==> src/rtl/regswap.sv <==
module regswap #(
  parameter int W = 8
) (
  input  logic         clk,
  input  logic         rst,
  input  logic         start,
  input  logic         pre_ld,
  input  logic [W-1:0] pre_a,
  input  logic [W-1:0] pre_b,
  output logic [W-1:0] reg_a,
  output logic [W-1:0] reg_b,
  output logic [W-1:0] reg_t,
  output logic [1:0]   bus_sel,
  output logic [2:0]   load_en,
  output logic         done
);
  logic [1:0]   st, st_nx;
  logic [W-1:0] bus;
  logic         idle;

  assign idle     = (st == 2'b00);
  assign st_nx[1] = st[1] ^ st[0];
  assign st_nx[0] = (start & ~st[1] & ~st[0]) | (st[1] & ~st[0]);

  assign bus_sel = (st == 2'b01) ? 2'd1 :
                   (st == 2'b11) ? 2'd2 : 2'd0;
  assign load_en = {st == 2'b01, st == 2'b10, st == 2'b11};
  assign done    = (st == 2'b11);

  always_comb begin
    case (bus_sel)
      2'd1:    bus = reg_b;
      2'd2:    bus = reg_t;
      default: bus = reg_a;
    endcase
  end

  always_ff @(posedge clk) begin
    if (rst) begin
      st    <= 2'b00;
      reg_a <= '0;
      reg_b <= '0;
      reg_t <= '0;
    end else begin
      st <= st_nx;
      if (idle && pre_ld) begin
        reg_a <= pre_a;
        reg_b <= pre_b;
      end else begin
        if (load_en[0]) reg_a <= bus;
        if (load_en[1]) reg_b <= bus;
      end
      if (load_en[2]) reg_t <= bus;
    end
  end
endmodule


==> config.mk <==
export PLATFORM = sky130hd
export DESIGN_NAME = regswap
export DESIGN_NICKNAME = d
export VERILOG_FILES = /design/src/rtl/regswap.sv
export SDC_FILE = /design/constraint.sdc
export NUM_CORES = 1
export LEC_CHECK = 0
export ABC_AREA = 1
export BUFFER_PORTS_ARGS = -buffer_cell sky130_fd_sc_hd__buf_2
export CAP_MARGIN = 40
export CORE_ASPECT_RATIO = 0.7
export CORE_MARGIN = 3
export CORE_UTILIZATION = 49
export CTS_CLUSTER_SIZE = 20
export DETAILED_ROUTE_END_ITERATION = 10
export GPL_ROUTABILITY_DRIVEN = 1
export PLACE_DENSITY = 0.78
export SYNTH_ARGS = -nofsm -noshare
export SYNTH_HDL_FRONTEND = slang
export SYNTH_SLANG_ARGS = --single-unit
==> constraint.sdc <==
create_clock -name clk -period 1.8 [get_ports clk]
set_input_delay 0.27 -clock clk [delete_from_list [all_inputs] [get_ports clk]]
set_output_delay 0.27 -clock clk [all_outputs]
set_load 0.01 [all_outputs]
==> summary.md, run 1 <==
| Metric | Value |
|---|---|
| Main combinational cell family by area after synthesis | simple AND/OR/NAND/NOR gates |
| Worst Hold End | st[0] |
| Fmax | between 500 and 600 MHz |
| Post-Synth Adder-Cell Area | 4.24% |
| Commonest cells after routing, fill and taps aside | nand2_1 (58), buf_2 (49), inv_1 (28), dfxtp_1 (26), o21ai_0 (17) |
| Postcts setup bufs | 0 |
| CTS Hold Bufs | 0 |
| Gr usage total | around a fifth |
| RR Startpoint | st[1] |
| Number of global-route vias before repair | between 1,000 and 1,500 |
| CTS tree | yes |
| Leakage power | 0.000897 uW |
| Placed insts | ~280 |
| Setup violations, final | 0 |
| CP Launch Point | st[1] |
| Hold Path Depth | 3 |
| Post-Synthesis Net Count | between 200 and 250 |
| DRT antenna net count | 0 |
| Final worst-path cycle share | between 90% and 100% |
| Worst Path Required | roughly 1500 ps |
| Crit-path max cell delay | around 350 ps |
| Kind of critical path | reg2out |
| Crit. End Element | output port |
| Clk pwr share | 18.0% |
| Placed inst area | around 1700 sq um |
| M1 GR Usage | a little under a third |
| Total number of vias | between 1,000 and 1,500 |
| Gr ovfl total | 0 |
| Tightest Pin Transition | 344 ps |
| Commonest non-fill, non-tap cell in the layout | nand2_1 |
| R2R cell count | 8 |
| Final WL | between 3 and 4 mm |
| Residual DRC count | 0 |
| Skew final | between 4 and 5 ps |
| Mapped cell area | about 1500 sq um |
| Sequential-to-total area share from yosys stat | 35.3% |
| IO buf count | 49 |
| Layout area overhead | 18.1% |
| Sink Count | 26 |
| CTS buffer count | 3 |
| Clock slew at reported path FFs | 80 ps |
| Status | complete, no violations |
| Hold/Removal Path Class | in2reg |
| Switching pwr | between 700 and 800 uW |
| Initial Util | roughly 55% |
| Clk Latency, worst-skew pair | 260 ps |
| Setup TNS | 0 ps |
| VDD IR max | roughly 0.50 mV |
| Pre-antenna DRT Iters | 4 |
| PwrDens | ~1000 nW/um^2 |
| Core ar. | about 2700 sq um |
| N_diodes | 0 |
| GRT met2 Usage | roughly a quarter |
| Routing usage on met3 | a little under 6% |
| Synth cell types | 21 |
| Setup repair after global routing missed its margin | false |
| XOR/XNOR Fraction of Synth Area | 0% |
| Largest net degree at the start of global routing | 23 |
| Critical Path Start Type | flip-flop |
| Ys Warns | 0 |
| Min Hold Slack | 264 ps |
| Sequential share of power | roughly 42% |
| Int Pwr | 1070 uW |
| Average wire per standard cell | approximately 12 microns |
| Slew margin rel. | ~77% |
| IO Pins | 50 |
| Post-Synth Simple-Gate Area | roughly a quarter |
| Multi-input gate area | about 760 sq um |
| Share of post-route cells with drive strength above 1 | a little under two fifths |
| Mapped Cells | 204 |
| DP HPWL | 2.65 mm |
| GRT busiest layer | met1 |
| FF-to-FF End | reg_a[3] |
| Root Buffer Master | clkbuf_8 |
| Final Cell Area | 1740 sq um |
| H-Tree Level Count | 1 |
| Synth Register Bits | 26 |
| DIE WIDTH | just over 70 microns |
| Row cnt | 15 |
| Register Area | roughly 520 sq um |
| Max-slew violation count | 0 |
| DRT iter0 DRCs | 75 |
| Compound-cell area share of the yosys netlist | a little over a fifth |
| Die height | 51.9 microns |
| Number of fill cells in the layout | roughly 260 |
| DIE AREA | between 3000 and 4000 sq um |
| Fin crit period | around 1700 ps |
| Global-route wire length before repair | ~5.8 mm |
| Worst-path cell chain | inv_1, ha_1, buf_4, buf_2 |
| Switching Share | between 30% and 40% |
| Post-synthesis mux area share | 0% |
| Final Hold Viols | 0 |
| Gate power share | approximately 40% |
| Flop-to-flop setup slack | 210 ps |
| Slowest stage cell on the critical path | dfxtp_1 |
| Critical path arrival | approximately 1400 ps |
| Layout net count | approximately 270 |
| Cells resized by post-CTS repair | 0 |
| Vias per cell | 4.95 |
| Mean Syn Cell Area | just over 7 sq um |
| RePlAce Congestion | 0.835 |
| Max Root-Sink Buffers | 2 |
| Max-Cap Viols | 0 |
| Initial antenna violation count | 0 |
| Critical-path maximum fanout | 13 |
| Hold Startpoint | start |
| Finished Layout Cells | 280 |
[registers in the layout, summed over array words and instances (netlist names)]
name,cells
reg_b,8
reg_t,8
reg_a,8
st,2
[power by group through the flow]
stage / registers [uW] / logic [uW] / clock network (uW)
after floorplan: 788 / 469 / 0
after global placement: 760 / 687 / 0
after detailed placement: 761 / 695 / 0
after CTS: 749 / 701 / 321
after global routing: 764 / 780 / 343
final: 751 / 701 / 319
[stage by stage]
stage	utilization [%]	total power, uW	setup WS (ps)
floorplan	-	1260	385
global placement	63.8	1450	263
detailed placement	63.8	1460	233
CTS	65.4	1770	124
global route	65.4	1890	31.0
finish	65.4	1770	120
[area by class of cell]
cell class,instances,area share (%)
multi-input cells,136,43.9
well taps,34,2.44
flip-flops and latches,26,29.9
inverters,31,6.90
repair buffers,50,14.5
clock buffers,3,2.37
[per-layer routing]
layer	routed length, microns	part of all wire [%]	up-vias
met1	1800	52	601
met3	317	9.1	2
met4	24	0.69	0
met5	0	0	-
met2	1350	39	53
li1	-	-	731
[synth_stat cells]
| cell type | count | area, sq um |
|---|---|---|
| nand2_1 | 58 | 218 |
| inv_1 | 28 | 105 |
| dfxtp_1 | 26 | 521 |
| o21ai_0 | 17 | 85.1 |
| a21oi_2 | 16 | 140 |
| nand2_2 | 15 | 93.8 |
| a31oi_1 | 8 | 50.1 |
| a21oi_1 | 7 | 35.0 |
| buf_2 | 5 | 25.0 |
| ha_1 | 5 | 62.6 |
| nand3_2 | 5 | 50.1 |
| buf_4 | 4 | 30.0 |
| nand3_1 | 2 | 10.0 |
| buf_6 | 1 | 11.3 |
| clkbuf_1 | 1 | 3.75 |
| clkinv_2 | 1 | 5.00 |
| inv_2 | 1 | 3.75 |
| inv_4 | 1 | 6.26 |
| nor2_1 | 1 | 3.75 |
| nor2_4 | 1 | 11.3 |
| o21ai_1 | 1 | 5.00 |
[cells by family (layout without fill, tap and decap cells)]
logic type,count (synthesis),in the layout
fa+ha+maj,5,5
flops,26,26
buf+inv,42,84
compound gates,49,49
simple gates,82,82
[worst max path at each step]
stage                      end  cells after the start
floorplan             reg_a[2]                      8
global placement      reg_b[3]                      8
detailed placement    reg_a[3]                      8
CTS                 bus_sel[0]                      4
global route        bus_sel[0]                      4
finish              bus_sel[0]                      4
[critical path, delay by kind of cell (launching register included)]
family / cells / cell delay (ps)
adders and majority gates: 1 / 260
DFF: 1 / 350
buffers and inverters: 3 / 520
Power figures use the tool's default switching activity.
==> run 2, diff against run 1 <==
- PLACE_DENSITY: 0.78 -> 0.82
==> summary.md, run 2 (synthesis gave the netlist of run 1 again) <==
| Metric | Value |
|---|---|
| Max-Cap Viols | 0 (unchanged) |
| Commonest cells after routing, fill and taps aside | nand2_1 (58), buf_2 (49), inv_1 (28), dfxtp_1 (26), o21ai_0 (17) (unchanged) |
| Critical path arrival | 1430 ps (was 1410 ps) |
| FF-to-FF End | reg_b[3] (was reg_a[3]) |
| Max-slew violation count | 0 (unchanged) |
| Placed insts | 278 (was 277) |
| Hold Startpoint | start (unchanged) |
| H-Tree Level Count | 1 (unchanged) |
| Core ar. | 2670 sq um (unchanged) |
| RR Startpoint | st[1] (unchanged) |
| Die height | 51.9 microns (unchanged) |
| Final worst-path cycle share | 94.2% (was 93.4%) |
| Fmax | 590 MHz (was 595 MHz) |
| Setup violations, final | 0 (unchanged) |
| Critical Path Start Type | flip-flop (unchanged) |
| Final Hold Viols | 0 (unchanged) |
| Worst-path cell chain | inv_1, ha_1, buf_4, buf_2 (unchanged) |
| Skew final | 4.25 ps (was 4.52 ps) |
| IO Pins | 50 (unchanged) |
| Vias per cell | 4.87 (was 4.95) |
| Sink Count | 26 (unchanged) |
| Critical-path maximum fanout | 9 (was 13) |
| Clk Latency, worst-skew pair | 280 ps (was 260 ps) |
| Number of global-route vias before repair | 1,159 (was 1,231) |
| Row cnt | 15 (unchanged) |
| Global-route wire length before repair | 5.64 mm (was 5.78 mm) |
| Initial Util | 55.4% (unchanged) |
| Layout area overhead | 19.5% (was 18.1%) |
| Clock slew at reported path FFs | 90 ps (was 80 ps) |
| Layout net count | 274 (was 273) |
| Worst Hold End | st[0] (unchanged) |
| Kind of critical path | reg2out (unchanged) |
| Hold Path Depth | 3 (unchanged) |
| Slew margin rel. | 77.4% (was 77.0%) |
| CTS buffer count | 3 (unchanged) |
| Worst Path Required | 1530 ps (about the same) |
| Residual DRC count | 0 (unchanged) |
| Setup TNS | 0 ps (unchanged) |
| Hold/Removal Path Class | in2reg (unchanged) |
| Biggest regs | reg_a x8, reg_b x8, reg_t x8 (unchanged) |
| IO buf count | 49 (unchanged) |
| Crit-path max cell delay | 430 ps (was 350 ps) |
| DIE AREA | 3720 sq um (unchanged) |
| DP HPWL | 2.72 mm (was 2.65 mm) |
| Pre-antenna DRT Iters | 4 (unchanged) |
| Root Buffer Master | clkbuf_8 (unchanged) |
| CTS tree | yes (unchanged) |
| Flop-to-flop setup slack | 140 ps (was 210 ps) |
| Total number of vias | 1,372 (was 1,387) |
| Largest net degree at the start of global routing | 23 (unchanged) |
| Final WL | 3.69 mm (was 3.49 mm) |
| Crit. End Element | output port (unchanged) |
| Leakage power | 0.000909 uW (was 0.000897 uW) |
| Cells resized by post-CTS repair | 0 (unchanged) |
| Status | complete, no violations (unchanged) |
| PwrDens | 1050 nW/um^2 (was 1020 nW/um^2) |
| Fin crit period | 1700 ps (was 1680 ps) |
| R2R cell count | 8 (unchanged) |
| RePlAce Congestion | 0.826 (was 0.835) |
| Share of post-route cells with drive strength above 1 | 38.3% (was 37.8%) |
| Postcts setup bufs | 0 (unchanged) |
| Gr ovfl total | 0 (unchanged) |
| Slowest stage cell on the critical path | dfxtp_1 (unchanged) |
| Finished Layout Cells | 282 (was 280) |
| DIE WIDTH | 71.6 microns (unchanged) |
| DRT antenna net count | 0 (unchanged) |
| DRT iter0 DRCs | 108 (was 75) |
| Tightest Pin Transition | 335 ps (was 344 ps) |
| Initial antenna violation count | 0 (unchanged) |
| N_diodes | 0 (unchanged) |
| CTS Hold Bufs | 0 (unchanged) |
| Setup repair after global routing missed its margin | false (unchanged) |
| Commonest non-fill, non-tap cell in the layout | nand2_1 (unchanged) |
| Average wire per standard cell | 13.1 microns (was 12.5 microns) |
| VDD IR max | 0.644 mV (was 0.502 mV) |
| Gr usage total | 19.9% (was 19.8%) |
| Max Root-Sink Buffers | 2 (unchanged) |
| Number of fill cells in the layout | 238 (was 256) |
-- run 2: layout make-up --
class	count	area, sq um	area share [%]
timing repair buffer	51	260	14.8
multi-input combinational	136	764	43.4
clock buffer	4	55.1	3.12
sequential	26	520	29.5
tap	34	42.5	2.41
inverter	31	120	6.81
-- run 2: metal layers --
layer | GRT usage (%) | share of wire (%) | vias up
li1 | - | - | 728
met5 | 0 | 0 | -
met3 | 4.44 | 6.7 | 6
met1 | 28.7 | 49 | 595
met4 | 8.13 | 1.8 | 0
met2 | 28.5 | 42 | 43
-- run 2: how the worst max path moves through the flow --
stage / startpoint / to / slack, ps / cells after the start
finish: st[1] / load_en[2] / 100 / 4
global route: st[1] / load_en[2] / 60 / 4
CTS: st[1] / load_en[2] / 120 / 4
detailed placement: st[1] / reg_b[3] / 190 / 8
global placement: st[1] / reg_b[2] / 220 / 8
floorplan: st[1] / reg_a[2] / 380 / 8
-- run 2: where the power goes --
part,leakage [uW],internal [uW],switching [uW]
Clock,0.0000288,196,190
Sequential,0.000214,671,81.6
Combinational,0.000666,251,460
-- run 2: per-stage QoR --
| step | util, % | power [uW] | worst slack [ps] | cell area (sq um) | hold WS (ps) |
|---|---|---|---|---|---|
| 3_3_place_gp | 64.1 | 1450 | 222 | 1710 | 481 |
| 6_report | 66.2 | 1850 | 104 | 1760 | 262 |
| 5_1_grt | 66.2 | 1960 | 56.7 | 1760 | 272 |
| 3_5_place_dp | 64.1 | 1470 | 190 | 1710 | 486 |
| 2_1_floorplan | - | 1260 | 385 | 1480 | 428 |
| 4_1_cts | 66.2 | 1850 | 118 | 1760 | 256 |
-- run 2: critical path: cells and delay by family, from the launching register on --
family	cells	cell delay (ps)
adders and majority gates	1	270
DFF	1	430
buffers and inverters	3	440
==> run 3, diff against run 2 <==
- CORE_UTILIZATION: 49 -> 53
- PLACE_DENSITY: 0.82 -> 0.88
- clock period: 1.8 -> 2 ns (I/O delays scaled with it)
==> summary.md, run 3 (synthesis gave the netlist of run 1 again) <==
| Metric | Value |
|---|---|
| Layout area overhead | 18.1% (was 19.5%) |
| Slack of the critical path | 355 ps (was 104 ps) |
| CTS tree | yes (unchanged) |
| Root Buffer Master | clkbuf_8 (unchanged) |
| Biggest regs | reg_a x8, reg_b x8, reg_t x8 (unchanged) |
| Die height | 50.1 microns (was 51.9 microns) |
| Global-route wire length before repair | 5.87 mm (was 5.64 mm) |
| DP HPWL | 2.68 mm (was 2.72 mm) |
| N_diodes | 0 (unchanged) |
| Sink Count | 26 (unchanged) |
| Vias per cell | 5.14 (was 4.87) |
| Max-slew violation count | 0 (unchanged) |
| H-Tree Level Count | 1 (unchanged) |
| Clk Latency, worst-skew pair | 270 ps (was 280 ps) |
| Critical-path maximum fanout | 15 (was 9) |
| Hold Startpoint | start (unchanged) |
| Postcts setup bufs | 0 (unchanged) |
| Setup repair after global routing missed its margin | false (unchanged) |
| Row cnt | 15 (unchanged) |
| Worst Path Required | 1700 ps (was 1530 ps) |
| Gr ovfl total | 0 (unchanged) |
| IO Pins | 50 (unchanged) |
| Layout net count | 273 (was 274) |
| Final Hold Viols | 0 (unchanged) |
| Hold Path Depth | 3 (unchanged) |
| RR Startpoint | st[1] (unchanged) |
| DIE AREA | 3460 sq um (was 3720 sq um) |
| Tightest Pin Transition | 348 ps (was 335 ps) |
| PwrDens | 921 nW/um^2 (was 1050 nW/um^2) |
| Commonest non-fill, non-tap cell in the layout | nand2_1 (unchanged) |
| DRT antenna net count | 0 (unchanged) |
| Fmax | just over 600 MHz |
| Final Power | 1600 uW (was 1850 uW) |
| IO buf count | 49 (unchanged) |
| Utilization after layout | 68.2% (was 66.2%) |
| Commonest cells after routing, fill and taps aside | nand2_1 (58), buf_2 (49), inv_1 (28), dfxtp_1 (26), o21ai_0 (17) (unchanged) |
| FF-to-FF End | reg_b[3] (unchanged) |
| Initial Util | 57.8% (was 55.4%) |
| Gr usage total | 21.2% (was 19.9%) |
| Setup violations, final | 0 (unchanged) |
| Status | complete, no violations (unchanged) |
| Final worst-path cycle share | between 80 and 90% |
| DIE WIDTH | 69.1 microns (was 71.6 microns) |
| Finished Layout Cells | 280 (was 282) |
| Max-Cap Viols | 0 (unchanged) |
| Max Root-Sink Buffers | 2 (unchanged) |
| Leakage power | 0.000897 uW (was 0.000909 uW) |
| Flop-to-flop setup slack | 430 ps (was 140 ps) |
| Core ar. | 2550 sq um (was 2670 sq um) |
| Clock slew at reported path FFs | 90 ps (about the same) |
| Average wire per standard cell | 13.0 microns (was 13.1 microns) |
| Skew final | 3.75 ps (was 4.25 ps) |
| Placed insts | 277 (was 278) |
| Cells resized by post-CTS repair | 0 (unchanged) |
| RePlAce Congestion | 0.829 (was 0.826) |
| Critical path arrival | 1350 ps (was 1430 ps) |
| Share of post-route cells with drive strength above 1 | 37.8% (was 38.3%) |
| Slew margin rel. | 76.8% (was 77.4%) |
| CTS Hold Bufs | 0 (unchanged) |
| DRT iter0 DRCs | 111 (was 108) |
| Hold/Removal Path Class | in2reg (unchanged) |
| Initial antenna violation count | 0 (unchanged) |
| CTS buffer count | 3 (unchanged) |
| Pre-antenna DRT Iters | 4 (unchanged) |
| VDD IR max | 0.571 mV (was 0.644 mV) |
| Worst Hold End | st[0] (unchanged) |
| Total number of vias | 1,438 (was 1,372) |
| Critical Path Start Type | flip-flop (unchanged) |
| Largest net degree at the start of global routing | 23 (unchanged) |
| Final WL | 3.64 mm (was 3.69 mm) |
| DP Worst Slack | 473 ps (was 190 ps) |
| Residual DRC count | 0 (unchanged) |
| Crit. End Element | output port (unchanged) |
| Kind of critical path | reg2out (unchanged) |
| Setup TNS | 0 ps (unchanged) |
| Number of global-route vias before repair | 1,226 (was 1,159) |
| R2R cell count | 8 (unchanged) |
| Fin crit period | between 1500 and 2000 ps |
## run 3: how the worst max path moves through the flow
stage,start,endpoint
after floorplan,st[1],reg_a[2]
after global placement,st[1],reg_b[3]
after detailed placement,st[1],reg_a[3]
after CTS,st[1],load_en[2]
after global routing,st[1],load_en[2]
final,st[1],load_en[2]
## run 3: metrics by stage
stage          cell area [sq um]  hold WS (ps)
5_1_grt                     1740           313
3_5_place_dp                1700           491
4_1_cts                     1740           291
3_3_place_gp                1700           480
2_1_floorplan               1480           458
6_report                    1740           290
## run 3: worst max-delay path, stage by stage, from the launching register on
cell     delay [ps]
dfxtp_1         390
inv_1           100
ha_1            230
buf_4           210
buf_2           150
## run 3: routing by layer
metal	part of all wire [%]	up-vias	routed length (microns)	GRT usage (%)
met1	46	636	1690	30.6
met2	43	63	1560	30.4
met3	8.3	10	302	7.00
li1	-	729	-	-
met5	0	-	0	0
met4	2.2	0	81	5.19
## run 3: final cells by class
| class | count | area (sq um) |
|---|---|---|
| Clock buffer | 3 | 41.3 |
| Fill cell | 242 | 811 |
| Inverter | 31 | 120 |
| Multi-Input combinational cell | 136 | 764 |
| Sequential cell | 26 | 520 |
| Tap cell | 34 | 42.5 |
| Timing Repair Buffer | 50 | 253 |
## run 3: power by group
part / total [uW] / internal, uW / switching [uW]
Clock: 291 / 135 / 156
Combinational: 639 / 221 / 417
Sequential: 675 / 604 / 71.2
